$ cat src/rtl/cfgl_pkg.sv
// Shared types for the configuration loader.
// Assumes: nothing beyond IEEE 1800-2017 enums.
package cfgl_pkg;
    typedef enum logic [3:0] {
        S_IDLE,
        S_SCAN,
        S_PROG,
        S_WREN,
        S_SEL,
        S_REPLAY,
        S_STREAM,
        S_DESEL,
        S_WRREL
    } cfgl_state_e;

    typedef enum logic [1:0] {
        PH_IDLE,
        PH_LO1,
        PH_HI,
        PH_LO2
    } strobe_ph_e;
endpackage

$ cat src/rtl/cfgl_sync_scan.sv
// Sync-run scanner. Counts consecutive all-ones bytes and the number of bytes
// seen since the last clear. Flags the byte that completes the run, and the
// byte that fills the search window without a run.
// Assumes: take is only high for accepted bytes during the scan phase.
module cfgl_sync_scan #(
    parameter int DW       = 8,
    parameter int SYNC_LEN = 4,
    parameter int WINDOW   = 256
) (
    input  logic          clk,
    input  logic          rst_n,
    input  logic          clear,
    input  logic          take,
    input  logic [DW-1:0] byte_in,
    output logic          found,
    output logic          window_out
);
    localparam int RW = $clog2(SYNC_LEN + 1);
    localparam int SW = $clog2(WINDOW + 1);

    logic [RW-1:0] run;
    logic [SW-1:0] seen;
    logic          is_pat;

    // Pattern match and completion/overflow decode for the current byte.
    always_comb begin
        is_pat     = (byte_in == {DW{1'b1}});
        found      = take && is_pat && (run == RW'(SYNC_LEN - 1));
        window_out = take && !found && (seen == SW'(WINDOW - 1));
    end

    // Run length and window position, cleared on session start.
    always_ff @(posedge clk) begin
        if (!rst_n || clear) begin
            run  <= '0;
            seen <= '0;
        end else if (take) begin
            if (is_pat && !found) run <= run + 1'b1;
            else                  run <= '0;
            if (seen != SW'(WINDOW)) seen <= seen + 1'b1;
        end
    end

    a_r2_run_bounded: assert property (@(posedge clk) disable iff (!rst_n)
        run < RW'(SYNC_LEN));
    a_r3_window_bounded: assert property (@(posedge clk) disable iff (!rst_n)
        seen <= SW'(WINDOW));
endmodule

$ cat src/rtl/cfgl_strobe.sv
// Byte strobe engine. On go it latches the byte bit-reversed, then runs the
// clock through low, high and low phases of PHASE_CYC cycles each. The data
// is held until the next byte is started.
// Assumes: go is only raised while busy is low.
module cfgl_strobe
    import cfgl_pkg::*;
#(
    parameter int DW        = 8,
    parameter int PHASE_CYC = 2
) (
    input  logic          clk,
    input  logic          rst_n,
    input  logic          clear,
    input  logic          go,
    input  logic [DW-1:0] din,
    output logic          busy,
    output logic          cclk,
    output logic [DW-1:0] dout
);
    localparam int PCW = $clog2(PHASE_CYC + 1);

    strobe_ph_e    ph;
    logic [PCW-1:0] cnt;
    logic [DW-1:0]  rev;

    // Mirror the bit order of the incoming byte.
    for (genvar i = 0; i < DW; i++) begin : g_rev
        assign rev[i] = din[DW-1-i];
    end

    // Phase and per-phase cycle counter; latch the byte on go.
    always_ff @(posedge clk) begin
        if (!rst_n || clear) begin
            ph   <= PH_IDLE;
            cnt  <= '0;
            dout <= '0;
        end else begin
            case (ph)
                PH_IDLE: begin
                    if (go) begin
                        ph   <= PH_LO1;
                        cnt  <= '0;
                        dout <= rev;
                    end
                end
                default: begin
                    if (cnt == PCW'(PHASE_CYC - 1)) begin
                        cnt <= '0;
                        case (ph)
                            PH_LO1:  ph <= PH_HI;
                            PH_HI:   ph <= PH_LO2;
                            default: ph <= PH_IDLE;
                        endcase
                    end else begin
                        cnt <= cnt + 1'b1;
                    end
                end
            endcase
        end
    end

    // Status and clock decode from the phase.
    always_comb begin
        busy = (ph != PH_IDLE);
        cclk = (ph == PH_HI);
    end

    a_r7_data_held: assert property (@(posedge clk) disable iff (!rst_n)
        (busy && $past(busy)) |-> $stable(dout));
    a_r7_go_only_idle: assert property (@(posedge clk) disable iff (!rst_n)
        go |-> !busy);
endmodule

$ cat src/rtl/cfg_loader.sv
// Configuration loader top. Scans the input stream for the sync run, then
// drives the program/write/select sequence, replays the sync bytes, clocks
// each following byte through the strobe engine, releases the port and
// samples done.
// Assumes: init_in and done_in are already synchronous to clk.
module cfg_loader
    import cfgl_pkg::*;
#(
    parameter int DW        = 8,
    parameter int PHASE_CYC = 2,
    parameter int SYNC_LEN  = 4,
    parameter int WINDOW    = 256,
    parameter int INIT_TMO  = 1000,
    parameter int CNT_W     = 32
) (
    input  logic             clk,
    input  logic             rst_n,
    input  logic             start,
    input  logic             in_valid,
    input  logic [DW-1:0]    in_data,
    input  logic             in_last,
    output logic             in_ready,
    input  logic             init_in,
    input  logic             done_in,
    output logic             prog_o,
    output logic             write_o,
    output logic             cs_n_o,
    output logic             cclk_o,
    output logic [DW-1:0]    data_o,
    output logic [CNT_W-1:0] byte_count,
    output logic             busy,
    output logic             cfg_ok,
    output logic             cfg_fail,
    output logic             sync_err,
    output logic             init_err
);
    localparam int RPW = $clog2(SYNC_LEN + 1);
    localparam int TW  = $clog2(INIT_TMO + 2);

    cfgl_state_e    state, nxt;
    logic [RPW-1:0] rep_left;
    logic           last_seen;
    logic [TW-1:0]  tmo_cnt;
    logic           session_clr;
    logic           take, found, window_out;
    logic           accept, sb_go, sb_busy;
    logic [DW-1:0]  sb_din;
    logic           tmo_hit;

    cfgl_sync_scan #(.DW(DW), .SYNC_LEN(SYNC_LEN), .WINDOW(WINDOW)) u_scan (
        .clk        (clk),
        .rst_n      (rst_n),
        .clear      (session_clr),
        .take       (take),
        .byte_in    (in_data),
        .found      (found),
        .window_out (window_out)
    );

    cfgl_strobe #(.DW(DW), .PHASE_CYC(PHASE_CYC)) u_strobe (
        .clk   (clk),
        .rst_n (rst_n),
        .clear (session_clr),
        .go    (sb_go),
        .din   (sb_din),
        .busy  (sb_busy),
        .cclk  (cclk_o),
        .dout  (data_o)
    );

    // Handshake, strobe launch and timeout decode.
    always_comb begin
        session_clr = (state == S_IDLE) && start;
        in_ready    = (state == S_SCAN) ||
                      ((state == S_STREAM) && !sb_busy && !last_seen);
        accept      = in_valid && in_ready;
        take        = accept && (state == S_SCAN);
        sb_go       = ((state == S_REPLAY) && !sb_busy && (rep_left != '0)) ||
                      ((state == S_STREAM) && accept);
        sb_din      = (state == S_REPLAY) ? {DW{1'b1}} : in_data;
        tmo_hit     = (INIT_TMO != 0) && !init_in &&
                      (tmo_cnt == TW'(INIT_TMO - 1));
    end

    // Next-state selection for the session sequence.
    always_comb begin
        nxt = state;
        case (state)
            S_IDLE:   if (start) nxt = S_SCAN;
            S_SCAN: begin
                if (take) begin
                    if (found)                        nxt = S_PROG;
                    else if (window_out || in_last)   nxt = S_IDLE;
                end
            end
            S_PROG: begin
                if (init_in)      nxt = S_WREN;
                else if (tmo_hit) nxt = S_IDLE;
            end
            S_WREN:   nxt = S_SEL;
            S_SEL:    nxt = S_REPLAY;
            S_REPLAY: if (rep_left == '0 && !sb_busy)
                          nxt = last_seen ? S_DESEL : S_STREAM;
            S_STREAM: if (!sb_busy && last_seen) nxt = S_DESEL;
            S_DESEL:  nxt = S_WRREL;
            S_WRREL:  nxt = S_IDLE;
            default:  nxt = S_IDLE;
        endcase
    end

    // State register.
    always_ff @(posedge clk) begin
        if (!rst_n) state <= S_IDLE;
        else        state <= nxt;
    end

    // Session bookkeeping: replay count, end flag, init timer, byte count.
    always_ff @(posedge clk) begin
        if (!rst_n || session_clr) begin
            rep_left   <= RPW'(SYNC_LEN);
            last_seen  <= 1'b0;
            tmo_cnt    <= '0;
            byte_count <= '0;
        end else begin
            if (take && found && in_last)           last_seen <= 1'b1;
            if ((state == S_STREAM) && accept && in_last) last_seen <= 1'b1;
            if ((state == S_REPLAY) && sb_go)       rep_left <= rep_left - 1'b1;
            if (state == S_PROG)                    tmo_cnt <= tmo_cnt + 1'b1;
            if (sb_go)                              byte_count <= byte_count + 1'b1;
        end
    end

    // Result flags, cleared on session start.
    always_ff @(posedge clk) begin
        if (!rst_n || session_clr) begin
            cfg_ok   <= 1'b0;
            cfg_fail <= 1'b0;
            sync_err <= 1'b0;
            init_err <= 1'b0;
        end else begin
            if (take && !found && (window_out || in_last)) sync_err <= 1'b1;
            if ((state == S_PROG) && !init_in && tmo_hit)  init_err <= 1'b1;
            if (state == S_WRREL) begin
                cfg_ok   <= done_in;
                cfg_fail <= !done_in;
            end
        end
    end

    // Port line decode from the session state.
    always_comb begin
        busy    = (state != S_IDLE);
        prog_o  = (state == S_PROG)   || (state == S_WREN)   || (state == S_SEL) ||
                  (state == S_REPLAY) || (state == S_STREAM) ||
                  (state == S_DESEL)  || (state == S_WRREL);
        write_o = (state == S_WREN)   || (state == S_SEL)    ||
                  (state == S_REPLAY) || (state == S_STREAM) || (state == S_DESEL);
        cs_n_o  = !((state == S_SEL) || (state == S_REPLAY) || (state == S_STREAM));
    end

    a_r5_select_needs_write: assert property (@(posedge clk) disable iff (!rst_n)
        !cs_n_o |-> write_o);
    a_r5_write_needs_prog: assert property (@(posedge clk) disable iff (!rst_n)
        write_o |-> prog_o);
    a_r5_select_after_write: assert property (@(posedge clk) disable iff (!rst_n)
        $fell(cs_n_o) |-> $past(write_o));
    a_r8_release_after_deselect: assert property (@(posedge clk) disable iff (!rst_n)
        $fell(write_o) |-> ($past(cs_n_o) && cs_n_o));
    a_r7_cclk_selected: assert property (@(posedge clk) disable iff (!rst_n)
        cclk_o |-> !cs_n_o);
    a_r7_stall_while_clocking: assert property (@(posedge clk) disable iff (!rst_n)
        cclk_o |-> !in_ready);
    a_r9_one_verdict: assert property (@(posedge clk) disable iff (!rst_n)
        !(cfg_ok && cfg_fail));
    a_r10_count_step: assert property (@(posedge clk) disable iff (!rst_n)
        (byte_count != $past(byte_count)) |->
        ((byte_count == $past(byte_count) + CNT_W'(1)) || (byte_count == '0)));
    a_r11_timeout_unselected: assert property (@(posedge clk) disable iff (!rst_n)
        init_err |-> cs_n_o);
    a_r3_syncerr_no_prog: assert property (@(posedge clk) disable iff (!rst_n)
        sync_err |-> !prog_o);
endmodule

$ cat config.mk
export PLATFORM = sky130hd
export DESIGN_NAME = cfg_loader
export DESIGN_NICKNAME = d
export VERILOG_FILES = /design/src/rtl/cfgl_pkg.sv /design/src/rtl/cfgl_sync_scan.sv /design/src/rtl/cfgl_strobe.sv /design/src/rtl/cfg_loader.sv
export SDC_FILE = /design/constraint.sdc
export NUM_CORES = 1
export LEC_CHECK = 0
export ABC_AREA = 1
export CAP_MARGIN = 25
export CORE_MARGIN = 2
export CORE_UTILIZATION = 40
export CTS_CLUSTER_SIZE = 20
export DETAILED_ROUTE_END_ITERATION = 6
export PLACE_DENSITY_LB_ADDON = 0.2
export RECOVER_POWER = 100
export SKIP_CTS_REPAIR_TIMING = 1
export SYNTH_ARGS = -nofsm -noshare
export SYNTH_HDL_FRONTEND = slang
export SYNTH_HIERARCHICAL = 1
export SYNTH_SLANG_ARGS = --single-unit
$ cat constraint.sdc
create_clock -name clk -period 2.3 [get_ports clk]
set_input_delay 0.46 -clock clk [delete_from_list [all_inputs] [get_ports clk]]
set_output_delay 0.46 -clock clk [all_outputs]
set_load 0.05 [all_outputs]
==> flow_metrics.env, run 1 <==
export IMPL_ir_drop_mv=0.739
export IMPL_hold_ws_ps=450
export IMPL_die_w_um=110
export IMPL_power_switching_mw=1.37
export IMPL_htreeDepth=3
export IMPL_antennaDiodeCount=0
export IMPL_clk_pin_slew_ps=60
export IMPL_drv_slew=0
export IMPL_coreArea_sq_um=10900
export IMPL_status="completed"
export IMPL_tightest_slew_ps=598
export IMPL_post_place_ws_ps=-159
export IMPL_antenna_left=0
export IMPL_fin_ws_ps=118
export IMPL_initial_core_util_pct=41.5
export IMPL_synth_seq_cells=78
export IMPL_multi_input_area_sq_um=2520
export IMPL_slew_headroom_pct=60.3
export IMPL_rows=38
export IMPL_track_usage_pct=18.3
export IMPL_endpoint_kind="primary output"
export IMPL_chipHeight_um=110
export IMPL_drive_gt1_share_pct=9.08
export IMPL_rsz0062_at_grt="no"
export IMPL_hold_path_class="reg2reg"
export IMPL_hpwl_um=8200
export IMPL_yosysTopAreaCell="dfxtp_1"
export IMPL_grt_pass1_wl_um=18900
export IMPL_ys_top_cells_by_area="dfxtp_1 (34%), nand2_1 (15%), nor2_1 (11%)"
export IMPL_synthCells=706
export IMPL_gp_congestion=0.885
export IMPL_clk_path_buf_depth=2
export IMPL_startpoint="u_strobe/ph[0]$_SDFFE_PP0P_"
export IMPL_ios=65
export IMPL_setup_viol=0
export IMPL_timing_hold_violations_final=0
export IMPL_max_cap_violations=0
export IMPL_wl_um=10900
export IMPL_first_pass_iters=4
export IMPL_final_area_sq_um=5630
export IMPL_period_needed_ps=2180
export IMPL_comb_power_share_pct=26.5
export IMPL_max_freq_ghz=0.458
export IMPL_numClockSinks=78
export IMPL_p_clk_share_pct=37.4
export IMPL_r2r_cells=16
export IMPL_avgSynthCellArea_sq_um=6.42
export IMPL_fin_worst_skew_ps=5.79
export IMPL_clock_latency_ps=340
export IMPL_holdPathStages=2
export IMPL_antenna_found_initial=0
export IMPL_pwr_share_seq_pct=36.1
export IMPL_wl_per_cell_um=11.8
export IMPL_power_density_nw_per_um2=717
export IMPL_yosysTopAreaCellShare_pct=34.4
export IMPL_r2r_start="state[2]$_SDFFE_PN0P_"
export IMPL_area_delta_synth_final_pct=24.0
export IMPL_start_kind="flop"
export IMPL_mostFrequentLayoutCells="nand2_1 (180), nor2_1 (127), inv_1 (83)"
export IMPL_grt_overflow=0
export IMPL_cts_buffers=9
export IMPL_fillCellCount=1122
export IMPL_initialDrtViolationCount=244
export IMPL_arrival_ps=1720
export IMPL_grt_max_degree=31
export IMPL_final_common_cell="nand2_1"
export IMPL_synth_seq_area_share_pct=34.4
export IMPL_ys_types=35
export IMPL_place_area_sq_um=5350
export IMPL_ys_warn_count=6
export IMPL_ctsRootBufferMaster="clkbuf_16"
export IMPL_syn_num_nets=733
export IMPL_grt_pass1_vias=4201
export IMPL_fp_dieArea_sq_um=12200
export IMPL_regArea_sq_um=1560
export IMPL_critPathMaxFanout=3
export IMPL_via_per_inst=4.92
export IMPL_synth_area_sq_um=4540
export IMPL_drc=0
export IMPL_leakage_nw=2.33
export IMPL_p_sw_share_pct=33.8
export IMPL_cts_tree="done"
export IMPL_intPower_mw=2.67
export IMPL_power_total_mw=4.03
export IMPL_worstPathRequired_ps=1840
export IMPL_worstSetupPathType="reg2out"
export IMPL_hold_start="u_strobe/cnt[1]$_SDFFE_PP0P_"
export IMPL_finalNetCount=804
export IMPL_portBuffers=64
export IMPL_post_route_period_util_pct=94.9
export IMPL_vias=4540
-- power groups by stage --
stage / logic [mW] / clock network [mW] / registers (mW)
global route: 1.17 / 1.61 / 1.46
floorplan: 0.783 / 0 / 1.50
finish: 1.07 / 1.51 / 1.45
CTS: 1.16 / 1.56 / 1.45
global placement: 1.13 / 0 / 1.48
detailed placement: 1.15 / 0 / 1.48
-- final cells by class --
type,instances,share of cell area (%)
multi-input cells,524,44.8
flip-flops and latches,78,27.8
repair buffers,73,12.5
inverters,91,6.18
clock buffers,10,4.07
well taps,140,3.11
clock inverters,6,1.53
-- registers in the layout, indices dropped and copies added (netlist names) --
register and count:
u_scan/run 3, rep_left 3, byte_count 32, u_strobe/ph 2
sync_err 1, init_err 1, u_strobe/cnt 2, cfg_fail 1
cfg_ok 1, u_scan/seen 9, tmo_cnt 10, state 4
u_strobe/dout 8, last_seen 1
-- cells in the mapped netlist --
cell,n
dfxtp_1,78
xor2_1,6
nor3_1,9
buf_6,2
ha_1,12
o21ai_1,5
clkinv_4,1
nand4_1,17
a21oi_1,44
nand3_4,1
o211ai_1,1
nor2_1,129
nand3_2,1
nor2_4,3
buf_2,4
buf_8,1
nand2_2,7
xnor2_1,5
nor3b_1,1
a21boi_0,1
nand3_1,54
nor4_1,2
o21ai_0,26
a21oi_2,1
nor2_8,1
inv_2,8
inv_1,81
clkinv_2,1
o21ai_4,1
nand2_4,4
or2_2,9
nor3_2,1
nor2_2,5
nand2_1,178
buf_4,6
-- critical path, stage by stage (launching register included) --
cell             delay (ps)
dfxtp_1                 310
inv_1                   100
ha_1                    170
clkdlybuf4s50_1         810
-- cell families after synthesis --
kind of cell    count (synthesis)  synth area share, %
buf+inv                       104                 9.93
flops                          78                 34.4
simple gates                  422                 41.0
compound gates                 79                 9.16
xor+xnor                       11                 2.12
fa+ha+maj                      12                 3.31
-- through the flow --
stage | std cells | TNS, ps | util (%)
after floorplan | 706 | 0 | -
after global placement | 906 | -146 | 49.0
after detailed placement | 906 | -285 | 49.0
after CTS | 922 | 0 | 51.8
after global routing | 922 | 0 | 51.4
final | 922 | 0 | 51.4
-- path summary, 6_finish.rpt --
check        slack [ps]                           end
max                 120                        cclk_o
min                 450  u_strobe/cnt[1]$_SDFFE_PP0P_
max reg2reg         310         state[1]$_SDFFE_PN0P_
min reg2reg         450  u_strobe/cnt[1]$_SDFFE_PP0P_
-- layer usage --
metal,wire (um),up-vias,track usage (%)
li1,-,2384,-
met1,4990,2037,22.8
met2,5200,106,30.8
met3,530,13,4.28
met4,147,0,6.58
met5,0,-,0
No activity file was read; power rests on OpenSTA's default activity.
==> inputs of run 2 (changes only) <==
--- a/config.mk
+++ b/config.mk
@@ -14,6 +14,7 @@
 export PLACE_DENSITY_LB_ADDON = 0.2
 export RECOVER_POWER = 100
 export SKIP_CTS_REPAIR_TIMING = 1
+export SKIP_LAST_GASP = 1
 export SYNTH_ARGS = -nofsm -noshare
 export SYNTH_HDL_FRONTEND = slang
 export SYNTH_HIERARCHICAL = 1
==> flow_metrics.env, run 2 (synthesis gave the netlist of run 1 again) <==
export IMPL_initialDrtViolationCount=280
export IMPL_htreeDepth=3
export IMPL_gp_congestion=0.885
export IMPL_slowest_stage="clkdlybuf4s50_1"
export IMPL_clk_pin_slew_ps=60
export IMPL_coreArea_sq_um=10900
export IMPL_ir_drop_mv=0.810
export IMPL_clock_latency_ps=330
export IMPL_worstSetupPathType="reg2out"
export IMPL_fin_worst_skew_ps=5.35
export IMPL_period_needed_ps=2180
export IMPL_timing_hold_violations_final=0
export IMPL_post_route_util_pct=51.9
export IMPL_numClockSinks=78
export IMPL_holdPathStages=2
export IMPL_worstPathRequired_ps=1840
export IMPL_largest_register="byte_count"
export IMPL_cts_tree="done"
export IMPL_endpoint_kind="primary output"
export IMPL_largest_register_ff_count=32
export IMPL_post_route_period_util_pct=94.8
export IMPL_grt_max_degree=31
export IMPL_hold_path_class="reg2reg"
export IMPL_rsz0062_at_grt="yes"
export IMPL_rows=38
export IMPL_start_kind="flop"
export IMPL_drive_gt1_share_pct=9.85
export IMPL_final_area_sq_um=5680
export IMPL_grt_pass1_vias=4201
export IMPL_finalNetCount=804
export IMPL_place_area_sq_um=5350
export IMPL_portBuffers=64
export IMPL_timing_rr_end="state[1]$_SDFFE_PN0P_"
export IMPL_power_switching_mw=1.37
export IMPL_hold_start="u_strobe/cnt[1]$_SDFFE_PP0P_"
export IMPL_crit_buf_inv=2
export IMPL_critPathMaxFanout=3
export IMPL_track_usage_pct=18.3
export IMPL_reg_largest_list="byte_count x32, tmo_cnt x10, u_scan/seen x9"
export IMPL_slew_headroom_pct=64.4
export IMPL_via_per_inst=4.88
export IMPL_vias=4502
export IMPL_fp_dieArea_sq_um=12200
export IMPL_p_sw_share_pct=33.4
export IMPL_wl_um=10800
export IMPL_ctsRootBufferMaster="clkbuf_16"
export IMPL_wl_per_cell_um=11.8
export IMPL_slowest_delay_ps=810
export IMPL_hpwl_um=8200
export IMPL_intPower_mw=2.74
export IMPL_setup_viol=0
export IMPL_pwr_share_seq_pct=35.5
export IMPL_r2r_cells=16
export IMPL_tightest_slew_ps=533
export IMPL_drv_slew=0
export IMPL_fillCellCount=1116
export IMPL_comb_power_share_pct=27.9
export IMPL_clk_path_buf_depth=2
export IMPL_die_w_um=110
export IMPL_antenna_found_initial=0
export IMPL_antenna_left=0
export IMPL_final_common_cell="nand2_1"
export IMPL_status="completed"
export IMPL_critical_path_cell_chain="inv_1, ha_1, clkdlybuf4s50_1"
export IMPL_arrival_ps=1720
export IMPL_r2r_start="state[2]$_SDFFE_PN0P_"
export IMPL_ios=65
export IMPL_max_freq_ghz=0.458
export IMPL_max_cap_violations=0
export IMPL_grt_pass1_wl_um=18900
export IMPL_crit_family="buffers and inverters"
export IMPL_power_density_nw_per_um2=723
export IMPL_first_pass_iters=4
export IMPL_r2r_slack_ps=340
export IMPL_holdPathEnd="u_strobe/cnt[1]$_SDFFE_PP0P_"
export IMPL_p_clk_share_pct=36.6
export IMPL_chipHeight_um=110
export IMPL_initial_core_util_pct=41.5
export IMPL_antennaDiodeCount=0
export IMPL_leakage_nw=2.18
export IMPL_grt_overflow=0
export IMPL_mostFrequentLayoutCells="nand2_1 (178), nor2_1 (127), inv_1 (81)"
export IMPL_drc=0
export IMPL_area_delta_synth_final_pct=25.2
export IMPL_cts_buffers=9
[run 2: cell count changes in the layout (fill, tap and decap cells not counted), moves of 2 or more]
| cell | change |
|---|---|
| nand2_1 | -2 |
| clkdlybuf4s50_1 | +44 |
| inv_2 | +2 |
| o21ai_0 | -2 |
| buf_2 | -2 |
| o21ai_1 | +2 |
| buf_4 | +2 |
| dlygate4sd3_1 | -44 |
| inv_1 | -2 |
| buf_12 | +2 |
[run 2: metrics by stage]
| stage | std cells | hold WS, ps | setup slack, ps | power, mW | TNS [ps] |
|---|---|---|---|---|---|
| after detailed placement | 906 | 437 | -159 | 2.63 | -285 |
| final | 922 | 449 | 119 | 4.11 | 0 |
| after global placement | 906 | 429 | -75.4 | 2.61 | -146 |
| after CTS | 922 | 457 | 83.3 | 4.17 | 0 |
| after global routing | 922 | 471 | -10.6 | 4.33 | -10.6 |
| after floorplan | 706 | 415 | 164 | 2.28 | 0 |
[run 2: final cells by class]
type | instances | area, sq um | share of cell area (%)
Tap cell | 140 | 175 | 3.09
Clock inverter | 6 | 86.3 | 1.52
Multi-Input combinational cell | 524 | 2540 | 44.7
Inverter | 91 | 348 | 6.13
Clock buffer | 10 | 229 | 4.03
Sequential cell | 78 | 1560 | 27.5
Timing Repair Buffer | 73 | 739 | 13.0
[run 2: worst reg2reg max path, cell delays in order, from the launching register on]
cell and delay, ps:
dfxtp_1 360, nor2_4 150, nand3_2 120, nor2_2 130, inv_2 50, nor2_2 150, nand2_1 80, nand3_1 70
inv_1 40, nor2_1 120, nand2_1 70, nand2_1 60, nand2_1 50, nand3_1 100, nor2_2 60, o21ai_0 180
nor2_1 70
[run 2: metal layers]
metal	wire, um	global-route usage, %
met5	0	0
met4	112	6.58
met3	551	4.28
met2	5150	30.8
met1	5030	22.8
[run 2: power groups by stage]
| stage | sequential [mW] | clock (mW) | combinational, mW |
|---|---|---|---|
| 2_1_floorplan | 1.50 | 0 | 0.783 |
| 3_3_place_gp | 1.48 | 0 | 1.13 |
| 3_5_place_dp | 1.48 | 0 | 1.15 |
| 4_1_cts | 1.45 | 1.56 | 1.16 |
| 5_1_grt | 1.46 | 1.61 | 1.26 |
| 6_report | 1.46 | 1.50 | 1.15 |
[run 2: how the worst max path moves through the flow]
stage,cells past startpoint,end,slack [ps],from
after floorplan,7,prog_o,160,state[3]$_SDFFE_PN0P_
after global placement,16,state[1]$_SDFFE_PN0P_,-80,in_valid
after detailed placement,16,state[1]$_SDFFE_PN0P_,-160,in_valid
after CTS,3,cclk_o,80,u_strobe/ph[0]$_SDFFE_PP0P_
after global routing,16,state[0]$_SDFFE_PN0P_,-10,in_valid
final,3,cclk_o,120,u_strobe/ph[0]$_SDFFE_PP0P_
